## config.mk

```make
export PLATFORM = sky130hd
export DESIGN_NAME = raster_fetch_timer
export DESIGN_NICKNAME = d
export VERILOG_FILES = /design/src/rtl/rft_pkg.sv /design/src/rtl/rft_counters.sv /design/src/rtl/rft_fetch.sv /design/src/rtl/rft_sched.sv /design/src/rtl/raster_fetch_timer.sv
export SDC_FILE = /design/constraint.sdc
export NUM_CORES = 1
export LEC_CHECK = 0
export BUFFER_PORTS_ARGS = -buffer_cell sky130_fd_sc_hd__buf_2
export CORE_UTILIZATION = 45
export CTS_BUF_LIST = sky130_fd_sc_hd__clkbuf_2 sky130_fd_sc_hd__clkbuf_4 sky130_fd_sc_hd__clkbuf_8
export DETAILED_ROUTE_END_ITERATION = 10
export GPL_TIMING_DRIVEN = 0
export PLACE_DENSITY = 0.71
export REMOVE_ABC_BUFFERS = 1
export SLEW_MARGIN = 5
export SYNTH_ARGS = -nofsm -noshare
export SYNTH_HDL_FRONTEND = slang
export SYNTH_HIERARCHICAL = 1
export SYNTH_SLANG_ARGS = --single-unit
```

## constraint.sdc

```tcl
create_clock -name clk -period 2.28 [get_ports clk]
set_clock_uncertainty 0.05 [all_clocks]
set_input_delay 0.228 -clock clk [delete_from_list [all_inputs] [get_ports clk]]
set_output_delay 0.228 -clock clk [all_outputs]
set_load 0.01 [all_outputs]
```

## src/rtl/rft_pkg.sv

```systemverilog
package rft_pkg;
  // Raster geometry
  localparam int H_TOTAL = 228;
  localparam int V_TOTAL = 262;
  localparam int HW = $clog2(H_TOTAL);
  localparam int VW = $clog2(V_TOTAL);

  // Fetch slot geometry
  localparam int SLOT_LEN  = 8;
  localparam int SUBW      = $clog2(SLOT_LEN);
  localparam int CARDS     = 20;
  localparam int OBJS      = 8;
  localparam int CARD_X0   = 0;
  localparam int OBJ_X0    = CARD_X0 + CARDS * SLOT_LEN + 2;
  localparam int NWIN      = 2;

  // Vertical layout
  localparam int RENDER_LINES = 192;
  localparam int BOTTOM_END   = 216;
  localparam int BLANK_END    = 236;
  localparam int VSYNC_FIRST  = 219;
  localparam int VSYNC_LAST   = 221;

  // Bus request schedule
  localparam int ROW_LINES   = 16;
  localparam int REQ_LEAD    = 2;
  localparam int REQ_CLR_X   = 211;
  localparam int SHORT_X     = 146;
  localparam int SHORT_LINE  = 258;

  // Interrupt
  localparam int IRQ_X    = 210;
  localparam int IRQ_LINE = RENDER_LINES;

  typedef logic [HW-1:0]   hpos_t;
  typedef logic [VW-1:0]   vpos_t;
  typedef logic [SUBW-1:0] sub_t;

  localparam hpos_t H_LAST    = hpos_t'(H_TOTAL - 1);
  localparam vpos_t V_LAST    = vpos_t'(V_TOTAL - 1);
  localparam vpos_t V_PRE_TOP = vpos_t'(V_TOTAL - REQ_LEAD);
  localparam vpos_t V_RENDER  = vpos_t'(RENDER_LINES);
  localparam vpos_t V_FINAL   = vpos_t'(RENDER_LINES - 1);
  localparam vpos_t V_BOTTOM  = vpos_t'(BOTTOM_END);
  localparam vpos_t V_BLANK   = vpos_t'(BLANK_END);
  localparam vpos_t V_VS_LO   = vpos_t'(VSYNC_FIRST);
  localparam vpos_t V_VS_HI   = vpos_t'(VSYNC_LAST);
  localparam vpos_t V_ROW     = vpos_t'(ROW_LINES);
  localparam vpos_t V_ROW_PRE = vpos_t'(ROW_LINES - REQ_LEAD);
  localparam vpos_t V_ROW_WT  = vpos_t'(ROW_LINES - 1);
  localparam hpos_t H_REQ_CLR = hpos_t'(REQ_CLR_X);
  localparam hpos_t H_SHORT   = hpos_t'(SHORT_X);
  localparam vpos_t V_SHORT   = vpos_t'(SHORT_LINE);
  localparam hpos_t H_IRQ     = hpos_t'(IRQ_X);
  localparam hpos_t H_IRQ_PRE = hpos_t'(IRQ_X - 1);
  localparam vpos_t V_IRQ     = vpos_t'(IRQ_LINE);
  localparam hpos_t H_OBJ_LO  = hpos_t'(OBJ_X0);
  localparam hpos_t H_OBJ_HI  = hpos_t'(OBJ_X0 + OBJS * SLOT_LEN - 1);
  localparam hpos_t H_CARD_HI = hpos_t'(CARD_X0 + CARDS * SLOT_LEN - 1);

  // Sub-cycle boundaries inside a slot
  localparam sub_t SUB_CARD_LAST  = sub_t'(2);
  localparam sub_t SUB_LATCH_LO   = sub_t'(1);
  localparam sub_t SUB_LATCH_HI   = sub_t'(2);
  localparam sub_t SUB_READ_LO    = sub_t'(3);
  localparam sub_t SUB_READ_HI    = sub_t'(6);

  // Strobes from control to the counter datapath
  typedef struct packed {
    logic hWrap;
    logic vWrap;
  } cntCtl_t;

  typedef enum logic [1:0] {
    RGN_RENDER = 2'd0,
    RGN_BOTTOM = 2'd1,
    RGN_BLANK  = 2'd2,
    RGN_TOP    = 2'd3
  } region_e;
endpackage

```

## src/rtl/rft_counters.sv

```systemverilog
module rft_counters
  import rft_pkg::*;
(
  input  logic    clk,
  input  logic    rstN,
  input  cntCtl_t ctl,
  output hpos_t   hPos,
  output vpos_t   vPos
);
  always_ff @(posedge clk or negedge rstN) begin
    if (!rstN) begin
      hPos <= '0;
      vPos <= '0;
    end else if (ctl.hWrap) begin
      hPos <= '0;
      if (ctl.vWrap) vPos <= '0;
      else           vPos <= vPos + vpos_t'(1);
    end else begin
      hPos <= hPos + hpos_t'(1);
    end
  end
endmodule

```

## src/rtl/rft_fetch.sv

```systemverilog
module rft_fetch
  import rft_pkg::*;
(
  input  hpos_t   hPos,
  input  region_e rgn,
  output logic    cardStb,
  output logic    addrLatch,
  output logic    dataRead,
  output logic    objWin
);
  logic [NWIN-1:0] inWin;
  logic [NWIN-1:0] latchHit;
  logic [NWIN-1:0] readHit;
  sub_t            sub [NWIN];

  for (genvar w = 0; w < NWIN; w++) begin : g_win
    localparam int START = (w == 0) ? CARD_X0 : OBJ_X0;
    localparam int SLOTS = (w == 0) ? CARDS : OBJS;
    localparam hpos_t LO = hpos_t'(START);
    localparam hpos_t HI = hpos_t'(START + SLOTS * SLOT_LEN - 1);
    if (START == 0) begin : g_zero
      assign inWin[w] = (hPos <= HI);
    end else begin : g_off
      assign inWin[w] = (hPos >= LO) && (hPos <= HI);
    end
    assign sub[w]      = sub_t'(hPos - LO);
    assign latchHit[w] = inWin[w] && (sub[w] >= SUB_LATCH_LO) && (sub[w] <= SUB_LATCH_HI);
    assign readHit[w]  = inWin[w] && (sub[w] >= SUB_READ_LO) && (sub[w] <= SUB_READ_HI);
  end

  assign cardStb   = inWin[0] && (rgn == RGN_RENDER) && (sub[0] <= SUB_CARD_LAST);
  assign addrLatch = |latchHit;
  assign dataRead  = |readHit;
  assign objWin    = inWin[1];
endmodule

```

## src/rtl/rft_sched.sv

```systemverilog
module rft_sched
  import rft_pkg::*;
(
  input  logic    clk,
  input  logic    rstN,
  input  logic    irqAck,
  input  hpos_t   hPos,
  input  vpos_t   vPos,
  output cntCtl_t ctl,
  output region_e rgn,
  output logic    vsync,
  output logic    busReq,
  output logic    irq
);
  vpos_t rowSub;
  logic  inRows, preLine, waitLine, startLine, finalLine;
  logic  rowReq, shortReq, irqSet, frameEnd;

  assign ctl.hWrap = (hPos == H_LAST);
  assign ctl.vWrap = (vPos == V_LAST);

  // Vertical region and sync
  always_comb begin
    if (vPos < V_RENDER)      rgn = RGN_RENDER;
    else if (vPos < V_BOTTOM) rgn = RGN_BOTTOM;
    else if (vPos < V_BLANK)  rgn = RGN_BLANK;
    else                      rgn = RGN_TOP;
  end
  assign vsync = (vPos >= V_VS_LO) && (vPos <= V_VS_HI);

  // Row requests: rise at end of the line two ahead of a row, fall mid row-start line
  assign rowSub    = vPos % V_ROW;
  assign inRows    = (vPos < V_RENDER);
  assign preLine   = (inRows && rowSub == V_ROW_PRE) || (vPos == V_PRE_TOP);
  assign waitLine  = (inRows && rowSub == V_ROW_WT) || (vPos == V_LAST);
  assign startLine = inRows && (rowSub == '0);
  assign finalLine = (vPos == V_FINAL);

  assign rowReq = (preLine && hPos == H_LAST)
                || (waitLine && !(finalLine && hPos >= H_REQ_CLR))
                || (startLine && hPos < H_REQ_CLR);

  // Dummy request spanning one full line
  assign shortReq = (vPos == V_SHORT && hPos >= H_SHORT)
                  || (vPos == V_SHORT + vpos_t'(1) && hPos < H_SHORT);

  assign busReq = rowReq || shortReq;

  // Interrupt latch: set wins over acknowledge
  assign irqSet   = (hPos == H_IRQ_PRE) && (vPos == V_IRQ);
  assign frameEnd = ctl.hWrap && ctl.vWrap;

  always_ff @(posedge clk or negedge rstN) begin
    if (!rstN)                    irq <= 1'b0;
    else if (irqSet)              irq <= 1'b1;
    else if (irqAck || frameEnd)  irq <= 1'b0;
  end
endmodule

```

## src/rtl/raster_fetch_timer.sv

```systemverilog
module raster_fetch_timer
  import rft_pkg::*;
(
  input  logic          clk,
  input  logic          rstN,
  input  logic          irqAck,
  output logic [HW-1:0] hPos,
  output logic [VW-1:0] vPos,
  output logic          cardStb,
  output logic          addrLatch,
  output logic          dataRead,
  output logic          objWin,
  output logic          busReq,
  output logic          irq,
  output logic          vsync,
  output logic [1:0]    region
);
  cntCtl_t ctl;
  region_e rgn;

  rft_counters u_cnt (
    .clk  (clk),
    .rstN (rstN),
    .ctl  (ctl),
    .hPos (hPos),
    .vPos (vPos)
  );

  rft_sched u_sched (
    .clk    (clk),
    .rstN   (rstN),
    .irqAck (irqAck),
    .hPos   (hPos),
    .vPos   (vPos),
    .ctl    (ctl),
    .rgn    (rgn),
    .vsync  (vsync),
    .busReq (busReq),
    .irq    (irq)
  );

  rft_fetch u_fetch (
    .hPos      (hPos),
    .rgn       (rgn),
    .cardStb   (cardStb),
    .addrLatch (addrLatch),
    .dataRead  (dataRead),
    .objWin    (objWin)
  );

  assign region = rgn;
endmodule

```

## After elaboration in Yosys (flattened, before gate mapping)

Cells that the tools add are included.

- Flip-flop bits (word level): 18
- Input port bits: 3
- Output and inout port bits: 26
- Logic and storage cells: 79

- $add $sub $neg: 3
- $lt $le $gt $ge: 20
- Eq/ne operators: 10
- Mux-type cells: 7
- Reduce and logical (&&, ||, !) cells: 36

Operators by type and width:

| operator | number |
|---|---|
| $eq A9 B9 Y1 const B | 4 |
| $lt A9 B8 Y1 const B | 3 |
| $ge A8 B8 Y1 const B | 3 |
| $logic_and A1 B1 Y1 | 23 |
| $eq A9 B8 Y1 const B | 2 |
| $eq A8 B8 Y1 const B | 2 |
| $le A8 B8 Y1 const B | 2 |
| $lt A8 B8 Y1 const B | 2 |
| $add A9 B1 Y9 const B | 1 |
| $ge A9 B8 Y1 const B | 1 |
| $le A9 B8 Y1 const B | 1 |
| $logic_not A9 Y1 | 1 |
| $mux W9 | 1 |
| $add A8 B1 Y8 const B | 1 |
| $eq A4 B4 Y1 const B | 2 |
| $mux W8 | 1 |
| $logic_or A1 B1 Y1 | 7 |
| $ge A3 B1 Y1 const B | 2 |
| $ge A3 B2 Y1 const B | 2 |
| $le A3 B2 Y1 const B | 2 |
| $le A3 B3 Y1 const B | 2 |
| $mux W2 | 2 |
| $reduce_or A2 Y1 | 2 |
| $mux W1 | 3 |
| 4 further kinds | 4 |

## Longest topological paths before layout

Gate-level depths: netlist (run 1).

- Depth in word-level cells: 7
- Mapped depth: 8
- Depth with buffers taken out: 7

## Hierarchy

Netlist (run 1), hierarchy kept.

Modules (own cells, without submodules):

| module | times used | cells an instance | area each (µm²) | seq. area each (µm²) |
|---|---|---|---|---|
| rft_counters | 1 | 78 | 794.5 | 425.4 |
| rft_sched | 1 | 48 | 327.8 | 25.0 |
| rft_fetch | 1 | 27 | 192.7 | 0.0 |

## Least setup slack after synthesis (run 1)

No wires, ideal clock.

- Path type: flip-flop to flip-flop
- From: register u_cnt.hPos[2]
- To: register u_cnt.vPos[8]
- Setup time: 0.119 ns
- Arrival: 2.159 ns
- Data required time: 2.111 ns
- Path slack: -0.048 ns
- Cell stages (with the launch flop): 9
- Path buffers: 1
- Period minus slack after synthesis: 2.328 ns
- Cell sequence: dfrtp_1 nor2_2 nand4_1 or4b_4 inv_1 buf_2 nand4_1 o31a_1 o21a_1

RTL lines:

| item | RTL line | RTL |
|---|---|---|
| start: declaration | rft_counters.sv:7 | `output hpos_t hPos,` |
| start signal: assignment | rft_counters.sv:19 | `hPos <= hPos + hpos_t'(1);` |
| end signal: assignment | rft_counters.sv:17 | `else vPos <= vPos + vpos_t'(1);` |
| end: declaration | rft_counters.sv:8 | `output vpos_t vPos` |

## Worst setup path after layout (run 1)

- From: register u_cnt.vPos[5]
- To: output busReq

- Word-level cells in the longest chain between the ends: 7
- Elaborated cells between the ends (all ways): 22
- Classes of those cells: order compare (1); eq/ne (5); reduce/logical (16)

RTL lines:

| item | RTL line | RTL |
|---|---|---|
| $lt A9 B8 Y1 or $eq A9 B8 Y1 (tied branches) | rft_sched.sv:33, rft_sched.sv:37 |  |
| $logic_and A1 B1 Y1, on equally long branches | rft_sched.sv:34, rft_sched.sv:35, rft_sched.sv:40 |  |
| $logic_or A1 B1 Y1 (tied with other cells) | rft_sched.sv:34 | `assign preLine = (inRows && rowSub == V_ROW_PRE) \|\| (vPos == V_PRE_TOP);` |
| $logic_and A1 B1 Y1, on equally long branches | rft_sched.sv:39, rft_sched.sv:40 |  |
| $logic_or A1 B1 Y1 | rft_sched.sv:40 | `\|\| (waitLine && !(finalLine && hPos >= H_REQ_CLR))` |
| $logic_or A1 B1 Y1 | rft_sched.sv:41 | `\|\| (startLine && hPos < H_REQ_CLR);` |
| $logic_or A1 B1 Y1 (*) | rft_sched.sv:47 | `assign busReq = rowReq \|\| shortReq;` |
| end: declaration | raster_fetch_timer.sv:13 | `output logic busReq,` |

Mark *: on every way between the ends. The rest lies on a longest branch, timed or not.

==> run metrics, run 1 <==
status=finished with violations; failing checks=setup timing; drt pass-1 iters=4; dpl cell area=around 1500 um2; 1st-iter DRT viols=around 120; area share of the largest cell type after synthesis=0.343; M2 GR Usage=0.418; ant diodes=0; Root Buffer=clkbuf_4; predominant post-synthesis flop cell=dfrtp_1; htree depth=1; die width=about 56 um; startpoint types=register; Die H=about 56 um; vias in the first global route=between 1k and 1.5k; post-synthesis sequential area ratio=0.343; Ports=29; Nets=roughly 220; most frequent cell after synthesis=dfrtp_1; clock period minus worst slack=approximately 2300 ps; # rows=19; Worst Slack Setup Final=-63.9 ps; Syn Std Cell Area=1320 um2; grt met1 use=0.347; Final Hold Vio Count=0; post-route ant nets=0; wire length of the first global-routing pass=about 6300 um; R2R depth=8; initial core utilization=0.477; Clk Latency, worst-skew pair=just under 300 ps; Post-synth EDFFs=0; met3 usage=0.0302; maxcap violations=0; reg2reg start=u_cnt/hPos[2]$_DFF_PN0_; share of layout cells above drive strength 1=0.386; Power Density=269 nW/um2; Netlist cell types=45; top post-synthesis cells by count=dfrtp_1 (18), nand2_1 (16), o21ai_0 (13); port buffer count=28; Final Cell Area=roughly 1800 um2; switch share=0.215; crit share post-route=1.03; Async SR Flop Fraction=1.00; capturing point of the worst reg2reg path=u_cnt/vPos[5]$_DFFE_PN0P_; Worst-Margin Slew=between 400 and 500 ps; WL final=roughly 4000 um; CTS Buf Count=3; worst IR drop on VDD=0.363 mV; final std cells w/o fill=238; Sequential Power Share=0.654; CP Max Fanout=10; DIE AREA=around 3100 um2; Total GRT Usage=0.253; routability cong.=roughly 0.82; Min-Delay Path Depth=4; Clock Tree Buf Depth=2; CTS tree=built; gate count of the mapped netlist=around 150; CTS sink cnt=18; f_max=roughly 430 MHz; DPL Wire Length=approximately 2300 um; required time worst endpoint=roughly 2000 ps; # setup viols final=2; largest net degree at the start of global routing=19; Leak Pwr=~0.8 nW; Psw=between 0.0001 and 0.00015 W; relative slew slack=0.683; clock power share=0.327; post-place setup slack=-505 ps; RSZ-0062 raised after global routing=yes; Worst Hold Class=input port to register; Area Overhead vs Synth=38.1%; Synth Register Bits=18; Syn Area/Cell=~8.6 um2; Placeable Area=~2800 um2; Reg clk slew, reported paths=~110 ps; # DRC=0; fin. max-slew vios=0; Yosys top cell by area=dfrtp_1; Internal Pwr Total=roughly 0.00038 W; crit path DAT=2070 ps; via count=between 1.5k and 2k; Comb power frac=0.019; CP endpoint kind=output port; GRT busiest layer=met2; wire per inst=16.8 um; worst reg-to-reg setup slack=approximately 40 ps; WS Path Type=register to output port; Ys Warns=6; worst hold endpoint=u_sched/irq$_DFFE_PN0P_; Worst Hold Launch=irqAck; Inst Count DP=about 210; most area-consuming cells after synthesis=dfrtp_1 (34%), ha_1 (6.7%), o21ai_0 (4.9%); final core occ=0.658; global route overflow=0; antenna violations before repair=0; Via density=about 6.4
-- per-layer routing --
metal  routed length (um)  vias to the layer above  part of all wire
met2                 2060                       72              0.52
met4                   71                        0             0.018
met3                  282                        8             0.071
met5                    0                        -                 0
met1                 1580                      746              0.40
li1                     -                      688                 -
-- repair_timing --
action                                  CTS  global route
setup buffers                            22             3
pin swaps                                 6             8
hold endpoints to repair                 18             0
gates resized for setup                  19            16
endpoints found under the setup margin   11            10
hold buffers                              1             0
-- cell usage in the layout (no fill, tap or decap), types with 2 or more instances in the layout --
master	instances
a21o_1	3
a21oi_1	12
a32o_1	2
and4b_1	2
buf_2	28
buf_4	15
buf_6	10
clkbuf_4	3
dfrtp_1	8
dfrtp_2	10
ha_1	6
inv_1	6
nand2_1	16
nand3_1	5
nand4_1	6
nor2_1	9
nor2b_1	4
nor3_1	4
nor4b_1	2
o21ai_0	10
o21ai_1	5
o21bai_1	2
or3_1	4
xnor2_1	3
xor2_1	2
-- power groups by stage --
stage,clock (W),combinational (W),sequential (W)
after detailed placement,0,0.00000838,0.000325
final,0.000159,0.00000915,0.000319
after global routing,0.000179,0.0000109,0.000319
after CTS,0.000163,0.00000957,0.000319
after floorplan,0,0.00000000577,0.000325
after global placement,0,0.00000798,0.000325
-- state kept, by name, summed over array words and instances (netlist names) --
name and cells:
u_cnt/vPos 9, u_cnt/hPos 8, u_sched/irq 1
-- critical path, cell delays in order (launching register included) --
cell     delay [ps]
dfrtp_1         580
nor2_1          130
and4b_1         230
a21o_1          180
a311o_1         330
a21o_1          190
buf_2           130
-- final cells by class --
class | count | area, um2
flip-flops and latches | 18 | 463
clock buffers | 3 | 22.5
multi-input cells | 124 | 882
well taps | 31 | 38.8
fillers | 213 | 942
inverters | 8 | 33.8
repair buffers | 54 | 375
-- worst max-delay path by stage --
stage	start	endpoint	cells past startpoint
after floorplan	u_cnt/hPos[2]$_DFF_PN0_	u_cnt/vPos[8]$_DFFE_PN0P_	7
after global placement	u_cnt/hPos[2]$_DFF_PN0_	u_cnt/vPos[8]$_DFFE_PN0P_	7
after detailed placement	u_cnt/hPos[2]$_DFF_PN0_	u_cnt/vPos[8]$_DFFE_PN0P_	7
after CTS	u_cnt/hPos[3]$_DFF_PN0_	addrLatch	5
after global routing	u_cnt/hPos[2]$_DFF_PN0_	busReq	6
final	u_cnt/vPos[5]$_DFFE_PN0P_	busReq	6
-- cell families (layout without fill, tap and decap cells) --
| group | Yosys count | after routing | synth area share |
|---|---|---|---|
| xor gates and xnor gates | 5 | 5 | 0.0333 |
| buffers and inverters | 11 | 65 | 0.0323 |
| DFF | 18 | 18 | 0.343 |
| AOI/OAI and AO/OA | 48 | 48 | 0.245 |
| and+or+nand+nor | 63 | 63 | 0.272 |
| adders and majority gates | 7 | 7 | 0.0666 |
| muxes | 1 | 1 | 0.00761 |
-- metrics by stage --
step | setup TNS (ps) | hold slack (ps) | power, W
finish | -70.8 | 196 | 0.000488
global route | -465 | 177 | 0.000509
CTS | -39.8 | 167 | 0.000491
detailed placement | -2230 | 141 | 0.000334
global placement | -1850 | 132 | 0.000333
floorplan | -290 | -118 | 0.000325
(Power assumes the default switching activity.)
==> run 2, diff against run 1 <==
Settings changed: CORE_ASPECT_RATIO set to 0.5, GPL_ROUTABILITY_DRIVEN set to 1.
==> run 2 against run 1 <==
  * Via count fell by 6.1%
  * Sequential power is essentially flat
  * The flow now finishes without violations
  * Utilization rose by 2.4 points
  * Critical path type unchanged
  * Largest cell class unchanged
  * Worst setup slack improved by 110 ps
  * Power grew 13%
  * Critical path depth is 2 lower
  * Sequential share of layout area decreased by 0.14 points
  * Count of clock-buffer cells in the layout stayed put
==> run metrics, run 2 (same netlist as run 1, synthesis figures left out) <==
global route overflow=0 (unchanged); vias in the first global route=1,135 (was 1,366); share of layout cells above drive strength 1=0.392 (was 0.386); crit path DAT=1960 ps (was 2070 ps); Ports=29 (unchanged); relative slew slack=0.692 (was 0.683); CTS Buf Count=3 (unchanged); maxcap violations=0 (unchanged); Final Hold Vio Count=0 (unchanged); worst IR drop on VDD=0.210 mV (was 0.363 mV); WL final=3580 um (was 4000 um); Nets=224 (was 219); ant diodes=0 (unchanged); status=complete, no violations (was finished with violations); Power Density=301 nW/um2 (was 269 nW/um2); post-route ant nets=0 (unchanged); f_max=447 MHz (was 427 MHz); # rows=13 (was 19); most common cell after layout, fill and taps aside=buf_4 (was buf_2); commonest non-fill, non-tap cells in the layout=buf_4 (30), buf_2 (28), nand2_1 (16) (was buf_2 (28), nand2_1 (16), buf_4 (15)); antenna violations before repair=0 (unchanged); CTS sink cnt=18 (unchanged); Placeable Area=2680 um2 (was 2760 um2); DPL Wire Length=2150 um (was 2330 um); Die H=40.2 um (was 56.1 um); wire length of the first global-routing pass=5200 um (was 6350 um); max reg flops=9 (unchanged); worst reg-to-reg setup slack=80 ps (was 40 ps); required time worst endpoint=2000 ps (about the same); fin. max-slew vios=0 (unchanged); CTS tree=built (unchanged); # setup viols final=0 (was 2); die width=78.5 um (was 56.1 um); Worst-Margin Slew=462 ps (was 476 ps); Worst Slack Setup Final=42.0 ps (was -63.9 ps); Clock Tree Buf Depth=2 (unchanged); Worst Hold Class=input port to register (unchanged); initial core utilization=0.490 (was 0.477); crit share post-route=0.982 (was 1.03); WS Path Type=register to output port (unchanged); wire per inst=14.4 um (was 16.8 um); port buffer count=28 (unchanged); post-place setup slack=-519 ps (was -505 ps); hold_ws=210 ps (was 196 ps); Reg clk slew, reported paths=70 ps (was 110 ps); Root Buffer=clkbuf_8 (was clkbuf_4); Largest regs=u_cnt/vPos x9, u_cnt/hPos x8, u_sched/irq x1 (unchanged); Total GRT Usage=0.223 (was 0.253); largest net degree at the start of global routing=19 (unchanged); CP endpoint kind=output port (unchanged); Clk Latency, worst-skew pair=250 ps (was 290 ps); 1st-iter DRT viols=73 (was 123); Largest Register=u_cnt/vPos (unchanged); clock period minus worst slack=2240 ps (was 2340 ps); Via density=5.71 (was 6.36); drt pass-1 iters=4 (unchanged); via count=1,421 (was 1,514); # DRC=0 (unchanged); routability cong.=0.807 (was 0.819); startpoint types=register (unchanged); CP Max Fanout=4 (was 10); Area Overhead vs Synth=39.2% (was 38.1%); htree depth=1 (unchanged); DIE AREA=3160 um2 (was 3140 um2); Leak Pwr=0.831 nW (was 0.819 nW)
## run 2: cell count changes in the layout (fill, tap and decap cells not counted), moves of 3 or more
cell / previous run / this run
buf_4: 15 / 30
buf_6: 10 / 0
clkbuf_4: 3 / 0
clkbuf_8: 0 / 3
## run 2: worst paths after layout
kind	startpoint	to	depth (start not counted)
setup / recovery	u_cnt/hPos[2]$_DFF_PN0_	dataRead	4
hold / removal	irqAck	u_sched/irq$_DFFE_PN0P_	4
setup reg to reg	u_cnt/hPos[3]$_DFF_PN0_	u_sched/irq$_DFFE_PN0P_	13
hold reg to reg	u_cnt/vPos[3]$_DFFE_PN0P_	u_cnt/vPos[3]$_DFFE_PN0P_	1
max in group asynchronous	rstN	u_cnt/vPos[3]$_DFFE_PN0P_	2
min in group asynchronous	rstN	u_cnt/vPos[1]$_DFFE_PN0P_	2
## run 2: area by class of cell
cell class | count | area [um2]
clock buffers | 3 | 41.3
fillers | 228 | 853
inverters | 8 | 33.8
multi-input cells | 124 | 870
flip-flops and latches | 18 | 464
well taps | 37 | 46.3
repair buffers | 59 | 375
## run 2: where the power goes
group          internal (W)             switching [W]
clock network      0.000117                  0.000105
registers          0.000319  0.0000000000000000000311
logic            0.00000232                0.00000680
## run 2: routing by layer
layer / global-route usage / wire length (um) / up-vias
met3: 0.0545 / 142 / 6
met4: 0.0602 / 40 / 0
met2: 0.428 / 1790 / 36
li1: - / - / 698
met1: 0.263 / 1600 / 681
met5: 0 / 0 / -
## run 2: worst max-delay path, cell delays in order, from the launching register on
cell and delay [ps]:
dfrtp_2 440, or4_4 590, a311oi_4 360, a32o_1 180, buf_2 130
## run 2: through the flow
stage	instances	area (um2)	total power (W)	util	setup TNS [ps]
global route	249	1830	0.000576	0.682	-45.7
finish	249	1830	0.000550	0.682	0
global placement	215	1490	0.000333	0.555	-1830
CTS	237	1690	0.000561	0.630	0
detailed placement	215	1490	0.000334	0.555	-2310
floorplan	150	1300	0.000325	-	-290
## run 2: repair_timing
item                                   4_1_cts  5_1_grt
setup endpoints to repair                   11       10
buffers inserted                            18       12
endpoints found under the hold margin       18        0
cloned                                       0        0
pin swaps                                    4        6
resized for setup                            7       16
hold buffers                                 1        0
